## config.mk

```make
export PLATFORM = sky130hd
export DESIGN_NAME = rdimm_cw_seq
export DESIGN_NICKNAME = d
export VERILOG_FILES = /design/src/rtl/rdimm_cw_pkg.sv /design/src/rtl/cw_timer.sv /design/src/rtl/cw_value.sv /design/src/rtl/cw_encode.sv /design/src/rtl/rdimm_cw_seq.sv
export SDC_FILE = /design/constraint.sdc
export NUM_CORES = 1
export LEC_CHECK = 0
export ABC_AREA = 1
export BUFFER_PORTS_ARGS = -buffer_cell sky130_fd_sc_hd__buf_2
export CORE_UTILIZATION = 35
export DETAILED_ROUTE_END_ITERATION = 16
export GPL_TIMING_DRIVEN = 0
export PLACE_DENSITY = 0.69
export SYNTH_ARGS = -nofsm -noshare
export SYNTH_HDL_FRONTEND = slang
export SYNTH_SLANG_ARGS = --single-unit
export TNS_END_PERCENT = 30
```

## constraint.sdc

```tcl
create_clock -name clk -period 2.9 [get_ports clk]
set_clock_uncertainty 0.15 [all_clocks]
set_input_delay 0.29 -clock clk [delete_from_list [all_inputs] [get_ports clk]]
set_output_delay 0.29 -clock clk [all_outputs]
set_load 0.1 [all_outputs]
```

## src/rtl/rdimm_cw_pkg.sv

```systemverilog
package rdimm_cw_pkg;
  localparam int          CW_W        = 4;
  localparam int          BANK_W      = 3;
  localparam logic [3:0]  WORD_SPEED  = 4'd10;
  localparam logic [3:0]  WORD_LAST   = 4'd15;
  localparam logic [2:0]  SPEED_MAX   = 3'd4;

  typedef enum logic [3:0] {
    ST_IDLE,
    ST_WINIT,
    ST_WLOCK,
    ST_SCAN,
    ST_GAP,
    ST_SEND,
    ST_NEXT,
    ST_STAB,
    ST_DONE
  } seq_state_t;
endpackage

```

## src/rtl/cw_timer.sv

```systemverilog
module cw_timer #(
  parameter int CNT_W = 10
) (
  input  logic             clk,
  input  logic             rst_n,
  input  logic             load,
  input  logic [CNT_W-1:0] len,
  output logic             expired
);
  logic [CNT_W-1:0] cnt;

  always_ff @(posedge clk) begin
    if (!rst_n)          cnt <= '0;
    else if (load)       cnt <= len;
    else if (cnt != '0)  cnt <= cnt - 1'b1;
  end

  assign expired = (cnt == '0);

  // a loaded wait never ends early
  a_r8_no_early_expiry: assert property (@(posedge clk) disable iff (!rst_n)
    (load && len > 1) |=> !expired);
endmodule

```

## src/rtl/cw_value.sv

```systemverilog
module cw_value #(
  parameter int NSLOT  = 4,
  parameter int SLOT_W = 2
) (
  input  logic [3:0]         word,
  input  logic [SLOT_W-1:0]  slot,
  input  logic               freq_mode,
  input  logic [2:0]         speed,
  input  logic [NSLOT-1:0]   sr,
  input  logic [NSLOT-1:0]   dr,
  input  logic [NSLOT-1:0]   qr,
  input  logic               pd_partial,
  input  logic [4*NSLOT-1:0] cw2,
  input  logic [4*NSLOT-1:0] cw3,
  input  logic [4*NSLOT-1:0] cw4,
  input  logic [4*NSLOT-1:0] cw5,
  input  logic [4*NSLOT-1:0] cw8,
  input  logic [3:0]         volt,
  output logic [3:0]         value
);
  localparam int IDX_W = SLOT_W + 2;

  logic [IDX_W-1:0] base;
  logic             single;
  logic             multi_on_channel;

  assign base             = {slot, 2'b00};
  assign single           = sr[slot];
  assign multi_on_channel = (|dr) || (|qr);

  always_comb begin
    value = 4'h0;
    unique case (word)
      4'd0:  value = 4'h2;
      4'd1:  value = single ? 4'hC : 4'h0;
      4'd2:  value = cw2[base +: 4];
      4'd3:  value = cw3[base +: 4];
      4'd4:  value = cw4[base +: 4];
      4'd5:  value = cw5[base +: 4];
      4'd8:  value = cw8[base +: 4];
      4'd9:  value = (pd_partial && single && multi_on_channel) ? 4'h9 : 4'hD;
      4'd10: value = freq_mode ? {1'b0, speed} : 4'h0;
      4'd11: value = volt;
      default: value = 4'h0;
    endcase
  end
endmodule

```

## src/rtl/cw_encode.sv

```systemverilog
module cw_encode #(
  parameter int ADDR_W = 16
) (
  input  logic [3:0]        word,
  input  logic [3:0]        data,
  output logic [2:0]        bank,
  output logic [ADDR_W-1:0] addr
);
  always_comb begin
    addr      = '0;
    addr[2:0] = word[2:0];
    addr[4:3] = data[1:0];
    bank      = {word[3], data[3:2]};
  end
endmodule

```

## src/rtl/rdimm_cw_seq.sv

```systemverilog
module rdimm_cw_seq
  import rdimm_cw_pkg::*;
#(
  parameter int NUM_CS = 8,
  parameter int ADDR_W = 16,
  parameter int T_INIT = 800,
  parameter int T_LOCK = 600,
  parameter int T_MRD  = 800,
  parameter int T_STAB = 600
) (
  input  logic                  clk,
  input  logic                  rst_n,
  input  logic                  start_init,
  input  logic                  start_freq,
  input  logic [NUM_CS-1:0]     cs_present,
  input  logic [NUM_CS/2-1:0]   slot_single,
  input  logic [NUM_CS/2-1:0]   slot_dual,
  input  logic [NUM_CS/2-1:0]   slot_quad,
  input  logic                  pd_partial,
  input  logic [2:0]            speed_code,
  input  logic [3:0]            volt_code,
  input  logic [2*NUM_CS-1:0]   cfg_w2,
  input  logic [2*NUM_CS-1:0]   cfg_w3,
  input  logic [2*NUM_CS-1:0]   cfg_w4,
  input  logic [2*NUM_CS-1:0]   cfg_w5,
  input  logic [2*NUM_CS-1:0]   cfg_w8,
  output logic                  cmd_valid,
  input  logic                  cmd_ready,
  output logic [BANK_W-1:0]     cmd_bank,
  output logic [ADDR_W-1:0]     cmd_addr,
  output logic [NUM_CS-1:0]     cmd_cs,
  output logic                  busy,
  output logic                  done,
  output logic                  speed_err
);
  localparam int NPAIR  = NUM_CS / 2;
  localparam int PAIR_W = $clog2(NPAIR + 1);
  localparam int SLOT_W = (NPAIR > 1) ? $clog2(NPAIR) : 1;
  localparam int MAX_A  = (T_INIT > T_LOCK) ? T_INIT : T_LOCK;
  localparam int MAX_B  = (T_MRD > T_STAB) ? T_MRD : T_STAB;
  localparam int MAXT   = (MAX_A > MAX_B) ? MAX_A : MAX_B;
  localparam int CNT_W  = (MAXT > 0) ? $clog2(MAXT + 1) : 1;

  seq_state_t         state;
  logic [PAIR_W-1:0]  pair_idx;
  logic [3:0]         word;
  logic               freq_q;
  logic [2:0]         spd_q;
  logic               err_q;

  logic [NPAIR-1:0]   pair_active;
  logic [SLOT_W-1:0]  slot;
  logic               scan_end;
  logic               cur_active;
  logic               pair_last_word;
  logic               tmr_load;
  logic [CNT_W-1:0]   tmr_len;
  logic               tmr_exp;
  logic [3:0]         word_val;
  logic [BANK_W-1:0]  enc_bank;
  logic [ADDR_W-1:0]  enc_addr;
  logic               start_ok_freq;

  for (genvar g = 0; g < NPAIR; g++) begin : g_pair
    assign pair_active[g] = |cs_present[2*g +: 2];
  end

  assign slot           = pair_idx[SLOT_W-1:0];
  assign scan_end       = (pair_idx == PAIR_W'(NPAIR));
  assign cur_active     = !scan_end && pair_active[slot];
  assign pair_last_word = freq_q || (word == WORD_LAST);
  assign start_ok_freq  = start_freq && (speed_code <= SPEED_MAX);

  // timer load requests and the length for each wait
  always_comb begin
    tmr_load = 1'b0;
    tmr_len  = '0;
    unique case (state)
      ST_IDLE: if (start_init) begin
        tmr_load = 1'b1;
        tmr_len  = CNT_W'(T_INIT);
      end
      ST_WINIT: if (tmr_exp) begin
        tmr_load = 1'b1;
        tmr_len  = CNT_W'(T_LOCK);
      end
      ST_SCAN: begin
        if (scan_end && !freq_q) begin
          tmr_load = 1'b1;
          tmr_len  = CNT_W'(T_STAB);
        end else if (cur_active) begin
          tmr_load = 1'b1;
          tmr_len  = CNT_W'(T_MRD);
        end
      end
      ST_NEXT: if (!pair_last_word) begin
        tmr_load = 1'b1;
        tmr_len  = CNT_W'(T_MRD);
      end
      default: ;
    endcase
  end

  cw_timer #(.CNT_W(CNT_W)) u_timer (
    .clk     (clk),
    .rst_n   (rst_n),
    .load    (tmr_load),
    .len     (tmr_len),
    .expired (tmr_exp)
  );

  always_ff @(posedge clk) begin
    if (!rst_n) begin
      state    <= ST_IDLE;
      pair_idx <= '0;
      word     <= '0;
      freq_q   <= 1'b0;
      spd_q    <= '0;
      err_q    <= 1'b0;
    end else begin
      err_q <= 1'b0;
      unique case (state)
        ST_IDLE: begin
          pair_idx <= '0;
          if (start_init) begin
            freq_q <= 1'b0;
            state  <= ST_WINIT;
          end else if (start_ok_freq) begin
            freq_q <= 1'b1;
            spd_q  <= speed_code;
            state  <= ST_SCAN;
          end else if (start_freq) begin
            err_q <= 1'b1;
          end
        end
        ST_WINIT: if (tmr_exp) state <= ST_WLOCK;
        ST_WLOCK: if (tmr_exp) state <= ST_SCAN;
        ST_SCAN: begin
          if (scan_end) begin
            state <= freq_q ? ST_DONE : ST_STAB;
          end else if (cur_active) begin
            word  <= freq_q ? WORD_SPEED : 4'd0;
            state <= ST_GAP;
          end else begin
            pair_idx <= pair_idx + 1'b1;
          end
        end
        ST_GAP: if (tmr_exp) begin
          if (!freq_q && word[3:1] == 3'b011) state <= ST_NEXT;
          else                                 state <= ST_SEND;
        end
        ST_SEND: if (cmd_ready) state <= ST_NEXT;
        ST_NEXT: begin
          if (pair_last_word) begin
            pair_idx <= pair_idx + 1'b1;
            state    <= ST_SCAN;
          end else begin
            word  <= word + 1'b1;
            state <= ST_GAP;
          end
        end
        ST_STAB: if (tmr_exp) state <= ST_DONE;
        ST_DONE: state <= ST_IDLE;
        default: state <= ST_IDLE;
      endcase
    end
  end

  cw_value #(.NSLOT(NPAIR), .SLOT_W(SLOT_W)) u_value (
    .word       (word),
    .slot       (slot),
    .freq_mode  (freq_q),
    .speed      (spd_q),
    .sr         (slot_single),
    .dr         (slot_dual),
    .qr         (slot_quad),
    .pd_partial (pd_partial),
    .cw2        (cfg_w2),
    .cw3        (cfg_w3),
    .cw4        (cfg_w4),
    .cw5        (cfg_w5),
    .cw8        (cfg_w8),
    .volt       (volt_code),
    .value      (word_val)
  );

  cw_encode #(.ADDR_W(ADDR_W)) u_encode (
    .word (word),
    .data (word_val),
    .bank (enc_bank),
    .addr (enc_addr)
  );

  assign cmd_valid = (state == ST_SEND);
  assign cmd_bank  = cmd_valid ? enc_bank : '0;
  assign cmd_addr  = cmd_valid ? enc_addr : '0;
  assign cmd_cs    = cmd_valid ? (NUM_CS'(3) << {pair_idx, 1'b0}) : '0;
  assign busy      = (state != ST_IDLE);
  assign done      = (state == ST_DONE);
  assign speed_err = err_q;

  // an offered command stays put until taken
  a_r5_hold: assert property (@(posedge clk) disable iff (!rst_n)
    (cmd_valid && !cmd_ready) |=> (cmd_valid && $stable(cmd_bank) &&
                                   $stable(cmd_addr) && $stable(cmd_cs)));
  // words 6 and 7 never appear on the bus
  a_r3_skip_six_seven: assert property (@(posedge clk) disable iff (!rst_n)
    cmd_valid |-> (cmd_bank[2] || cmd_addr[2:1] != 2'b11));
  // only the five low address bits may carry information
  a_r4_upper_zero: assert property (@(posedge clk) disable iff (!rst_n)
    cmd_valid |-> (cmd_addr >> 5) == '0);
  // a command addresses exactly one pair
  a_r2_two_cs: assert property (@(posedge clk) disable iff (!rst_n)
    cmd_valid |-> $countones(cmd_cs) == 2);
  // only populated pairs are addressed
  a_r1_populated: assert property (@(posedge clk) disable iff (!rst_n)
    cmd_valid |-> (cmd_cs & cs_present) != '0);
  // a frequency change carries word 10 only
  a_r9_speed_word: assert property (@(posedge clk) disable iff (!rst_n)
    (cmd_valid && freq_q) |-> (cmd_bank[2] && cmd_addr[2:0] == 3'b010));
  // completion is one cycle wide
  a_r12_done_pulse: assert property (@(posedge clk) disable iff (!rst_n)
    done |=> !done);
  // a rejected speed leaves the block idle
  a_r10_err_idle: assert property (@(posedge clk) disable iff (!rst_n)
    speed_err |-> (!busy && !cmd_valid));
endmodule

```

==> results of run 1 <==
area by class of cell:
cell class	instances	share of cell area
Buffer	38	0.0643
Sequential cell	26	0.135
Multi-Input combinational cell	395	0.515
Clock inverter	1	0.00768
Tap cell	102	0.0326
Clock buffer	3	0.0106
Timing Repair Buffer	135	0.192
Inverter	45	0.0432
synthesized netlist by cell type (7+ instances only):
cell type	n	area, um2
nand2_1	108	405
nand4_1	23	144
dfxtp_1	26	521
o21ai_0	17	85.1
xor2_1	8	70.1
clkbuf_1	7	26.3
nor2_1	66	248
a21oi_1	20	100
nand3_1	97	485
buf_2	11	55.1
inv_1	42	158
ha_1	10	125
buf_4	18	135
routing by layer:
| metal | up-vias | track usage | part of all wire | wire length (um) |
|---|---|---|---|---|
| li1 | 1920 | - | - | - |
| met2 | 143 | 0.419 | 0.50 | 4930 |
| met1 | 1743 | 0.261 | 0.42 | 4240 |
| met4 | 0 | 0.0443 | 0.0095 | 95 |
| met5 | - | 0 | 0 | 0 |
| met3 | 11 | 0.0290 | 0.070 | 700 |
where the power goes:
group / internal, uW / switching [uW]
registers: 459 / 81.3
logic: 497 / 996
clock network: 185 / 126
what timing repair did:
| action | in CTS | in global routing |
|---|---|---|
| buffers inserted | 0 | 3 |
| endpoints found under the hold margin | 0 | 0 |
| gates cloned | 0 | 1 |
| resized for setup | 14 | 32 |
| endpoints found under the setup margin | 4 | 4 |
| pin swaps | 0 | 2 |
logic make-up (layout without fill, tap and decap cells):
logic type      after synthesis  count (layout)  synth area share
simple gates                312             312             0.493
buf+inv                      83             222             0.139
compound gates               53              53             0.113
flops                        26              26             0.183
fa+ha+maj                    10              10            0.0440
xor+xnor                      9               9            0.0277
other cells                   1              11           0.00132
flip-flops by register name, indices dropped and copies added (netlist names):
signal,count
state,4
spd_q,3
word,4
pair_idx,3
freq_q,1
u_timer.cnt,10
speed_err,1
worst max-delay path, delay by kind of cell, from the launching register on:
kind,cells,cell delay (ns)
simple gates,2,0.34
fa+ha+maj,1,0.16
compound gates,3,0.43
buf+inv,4,0.73
flops,1,0.39
how the worst max path moves through the flow:
stage,to,slack (ns)
after detailed placement,cmd_addr[3],-0.02
final,cmd_bank[0],0.12
after global routing,cmd_bank[0],-0.03
after global placement,cmd_addr[3],-0.008
after CTS,cmd_addr[3],0.005
after floorplan,cmd_addr[4],-0.59
per-stage QoR:
stage / TNS, ns / total power (uW) / hold WS, ns / std cells
floorplan: -3.04 / 1660 / 0.259 / 504
detailed placement: -0.0198 / 1990 / 0.320 / 737
global placement: -0.00761 / 1960 / 0.311 / 737
finish: 0 / 2340 / 0.0968 / 745
global route: -0.0522 / 2550 / 0.0978 / 745
CTS: 0 / 2310 / 0.105 / 741
cell usage in the layout (no fill, tap or decap), types with 10 or more instances in the layout:
| cell | count |
|---|---|
| nand2_1 | 108 |
| a21oi_1 | 16 |
| nand4_1 | 23 |
| conb_1 | 11 |
| ha_1 | 10 |
| buf_2 | 133 |
| nor2_1 | 66 |
| inv_1 | 41 |
| buf_4 | 25 |
| nand3_1 | 95 |
| dfxtp_1 | 24 |
| o21ai_0 | 17 |
==> metrics.yaml, run 1 <==
startpoint: "word[1]"
drt_first_pass_iters: 5
drive_above_1_share: 0.309
drt_iter0_markers: 198
max_slew_margin: 0.647
vias_per_cell: 5.12
cts_htree_levels: 1
postCtsHoldBufs: 0
synth_edf_count: 0
async_reset_ff_frac: 0
synth-seq-area-share: 0.183
die_y_um: 92.2
diodes: 0
period_needed_ns: 2.78
globalplace.congestion: 0.898
drv_slew: 0
cts_buffer_depth: 2
cts_tree: "yes"
p_leak_uw: 0.00209
cts.reportedPaths.clkPinSlew_ns: 0.10
grt_pass1_vias: 3505
start_util: 0.364
place_hpwl_mm: 7.88
wl_per_cell_um: 13.4
rr_worst_depth: 10
drc_errors: 0
stdcell_area_um2: 3910
multi_input_area_um2: 2010
synth_cells: 494
yosys_register_bits: 26
clk_latency_ns: 0.28
crit_type: "flip-flop to output port"
drtAntennaViolNets: 0
utilization: 0.501
holdCritStartpoint: "start_freq"
r2r-start: "pair_idx[0]"
rows: 32
cp.required_ns: 2.46
nNetsFinal: 767
cts_buffers: 3
dp_slack_ns: -0.0198
grt_start_max_net_pins: 16
hold_violations: 0
port_buffers: 131
crit-reg2reg-capture: "u_timer.cnt[8]"
synth_area_um2: 2850
peakVddDrop_mv: 0.600
yosysWarnings: 0
whs_endpoint: "speed_err"
finalWirelength_mm: 9.97
ios: 144
slowest_stage: "dfxtp_4"
setup_ws_ns: 0.121
period_share: 0.958
arrival_ns: 2.34
die_x_um: 92.2
cp_cell_sequence: "ha_1, buf_2, clkbuf_4, inv_1, nor2_1, a22oi_1, nand2_1, a21oi_1, a21oi_2, buf_12"
root_buffer: "clkbuf_8"
antenna_found_initial: 0
critPathLaunchType: "flip-flop"
max_freq_mhz: 360
cap_viol_max_count: 0
die-area_um2: 8490
worstMarginPinSlew_ns: 0.529
avgSynthCellArea_um2: 5.76
hold_class: "primary input to flip-flop"
fillerInstances: 821
whs_path_depth: 3
core_region_area_um2: 7810
cts.sinks: 26
ff2ff_setup_slack_ns: 0.35
crit_path_max_incr_delay_ns: 0.39
run_status: "finished clean"
gr-total-overflow: 0
cp-end-kind: "output port"
synthDistinctLibCells: 36
track_usage: 0.221
p_per_area_nw_per_um2: 599
place_area_um2: 3680
grt_pass1_wl_mm: 15.4
final-setup-viol-count: 0
register_area_um2: 528
ys.flop_type: "dfxtp_1"
path_max_fanout: 10
syn_to_final_growth_pct: 37.5
num_vias: 3817
Power figures use the tool's default switching activity.
==> inputs of run 2 (changes only) <==
Settings changed: PLACE_DENSITY 0.69 to 0.75.
==> run 2 against run 1 <==
Compared with the run above: power down 3.0%; sequential power hardly changed; utilization fell by 0.13 points; die area stayed put; critical path type unchanged; largest power group unchanged.
==> metrics.yaml, run 2 (synthesis gave the netlist of run 1 again) <==
cts.sinks: 26
root_buffer: "clkbuf_8"
num_vias: 3810
clk_latency_ns: 0.28
fillerInstances: 853
drv_slew: 0
crit_path_frequent_cell: "buf_2"
gr-total-overflow: 0
place_area_um2: 3680
vias_per_cell: 5.12
core_region_area_um2: 7810
ios: 144
crit_path_max_incr_delay_ns: 0.39
cts_buffers: 3
place_hpwl_mm: 7.72
critPathLaunchType: "flip-flop"
stdcell_area_um2: 3900
final_common_cell: "buf_2"
cp_cell_sequence: "ha_1, buf_2, buf_2, inv_1, nor2_1, a22oi_1, nand2_1, a21oi_1, a21oi_2, buf_6"
register_area_um2: 528
die_x_um: 92.2
power_uw: 2270
largest_reg_flops: 10
layout_common_cells: "buf_2 (131), nand2_1 (108), nand3_1 (95), nor2_1 (66), inv_1 (40)"
hold_violations: 0
hold_class: "primary input to flip-flop"
p_per_area_nw_per_um2: 583
utilization: 0.500
cap_viol_max_count: 0
start_util: 0.364
grt_pass1_wl_mm: 15.4
postCtsHoldBufs: 0
reg.largest.list: "u_timer.cnt (10), state (4), word (4)"
finalWirelength_mm: 9.86
cts_htree_levels: 1
wl_per_cell_um: 13.2
cts_tree: "yes"
multi_input_area_um2: 2030
port_buffers: 131
max_freq_mhz: 363
p_leak_uw: 0.00208
cp.required_ns: 2.46
diodes: 0
rows: 32
path_max_fanout: 10
drt_first_pass_iters: 7
worstMarginPinSlew_ns: 0.525
period_needed_ns: 2.75
peakVddDrop_mv: 0.608
crit_type: "flip-flop to output port"
cts.reportedPaths.clkPinSlew_ns: 0.10
period_share: 0.950
syn_to_final_growth_pct: 37.2
max_slew_margin: 0.650
globalplace.congestion: 0.917
drive_above_1_share: 0.310
run_status: "finished clean"
antenna_found_initial: 0
cp-end-kind: "output port"
final-setup-viol-count: 0
drtAntennaViolNets: 0
nNetsFinal: 766
drt_iter0_markers: 227
die-area_um2: 8490
holdWs_ns: 0.107
drc_errors: 0
grt_pass1_vias: 3495
slowest_stage: "dfxtp_4"
die_y_um: 92.2
cts_buffer_depth: 2
top_register: "u_timer.cnt"
grt_start_max_net_pins: 15
arrival_ns: 2.31
track_usage: 0.222
[run 2: cell count changes in the layout (fill, tap and decap cells not counted)]
cell       previous run  this run
nor2_4                1         3
buf_4                25        26
buf_2               133       131
inv_1                41        40
buf_12                4         3
bufinv_16             1         0
inv_2                 4         5
buf_6                 2         3
a21oi_2               4         3
a21oi_4               2         3
nor2_2                3         1
clkbuf_8              3         4
[run 2: report_power, final]
part,internal [uW],switching [uW],total [uW]
logic,501,991,1490
clock network,122,117,239
registers,459,84.3,544
total,1080,1190,2270
[run 2: final cells by class]
class                      instances  area share
sequential                        26       0.135
clock buffer                       4      0.0141
inverter                          45      0.0433
buffer                            38      0.0644
tap                              102      0.0327
timing repair buffer             134       0.189
multi-input combinational        395       0.521
[run 2: worst max-delay path, delay by kind of cell (launching register included)]
kind | cells | cell delay (ns)
AOI/OAI and AO/OA | 3 | 0.36
adders and majority gates | 1 | 0.16
DFF | 1 | 0.39
buffers and inverters | 4 | 0.81
and+or+nand+nor | 2 | 0.32
[run 2: worst paths after layout]
kind / slack, ns / cells past startpoint / start / end
max: 0.15 / 10 / word[1] / cmd_bank[0]
min reg2reg: 0.33 / 2 / spd_q[2] / spd_q[2]
max reg2reg: 0.38 / 11 / pair_idx[0] / u_timer.cnt[6]
min: 0.11 / 3 / start_freq / speed_err
[run 2: stage by stage]
| stage | setup slack [ns] | TNS, ns | cells |
|---|---|---|---|
| 2_1_floorplan | -0.591 | -3.04 | 504 |
| 3_3_place_gp | -0.0103 | -0.0103 | 737 |
| 3_5_place_dp | -0.0533 | -0.0841 | 737 |
| 4_1_cts | 0.00379 | 0 | 741 |
| 5_1_grt | -0.0102 | -0.0113 | 744 |
| 6_report | 0.146 | 0 | 744 |
[run 2: what timing repair did]
action                     4_1_cts  5_1_grt
buffers inserted                 0        2
setup endpoints to repair        4        5
pin swaps                        0        3
gates resized for setup         15       35
gates cloned                     0        1
[run 2: layer usage]
layer / GRT usage / routed length, um / vias to the layer above / part of all wire
li1: - / - / 1921 / -
met1: 0.254 / 4040 / 1689 / 0.41
met5: 0 / 0 / - / 0
met2: 0.417 / 4890 / 175 / 0.50
met4: 0.0742 / 201 / 0 / 0.020
met3: 0.0332 / 725 / 25 / 0.074
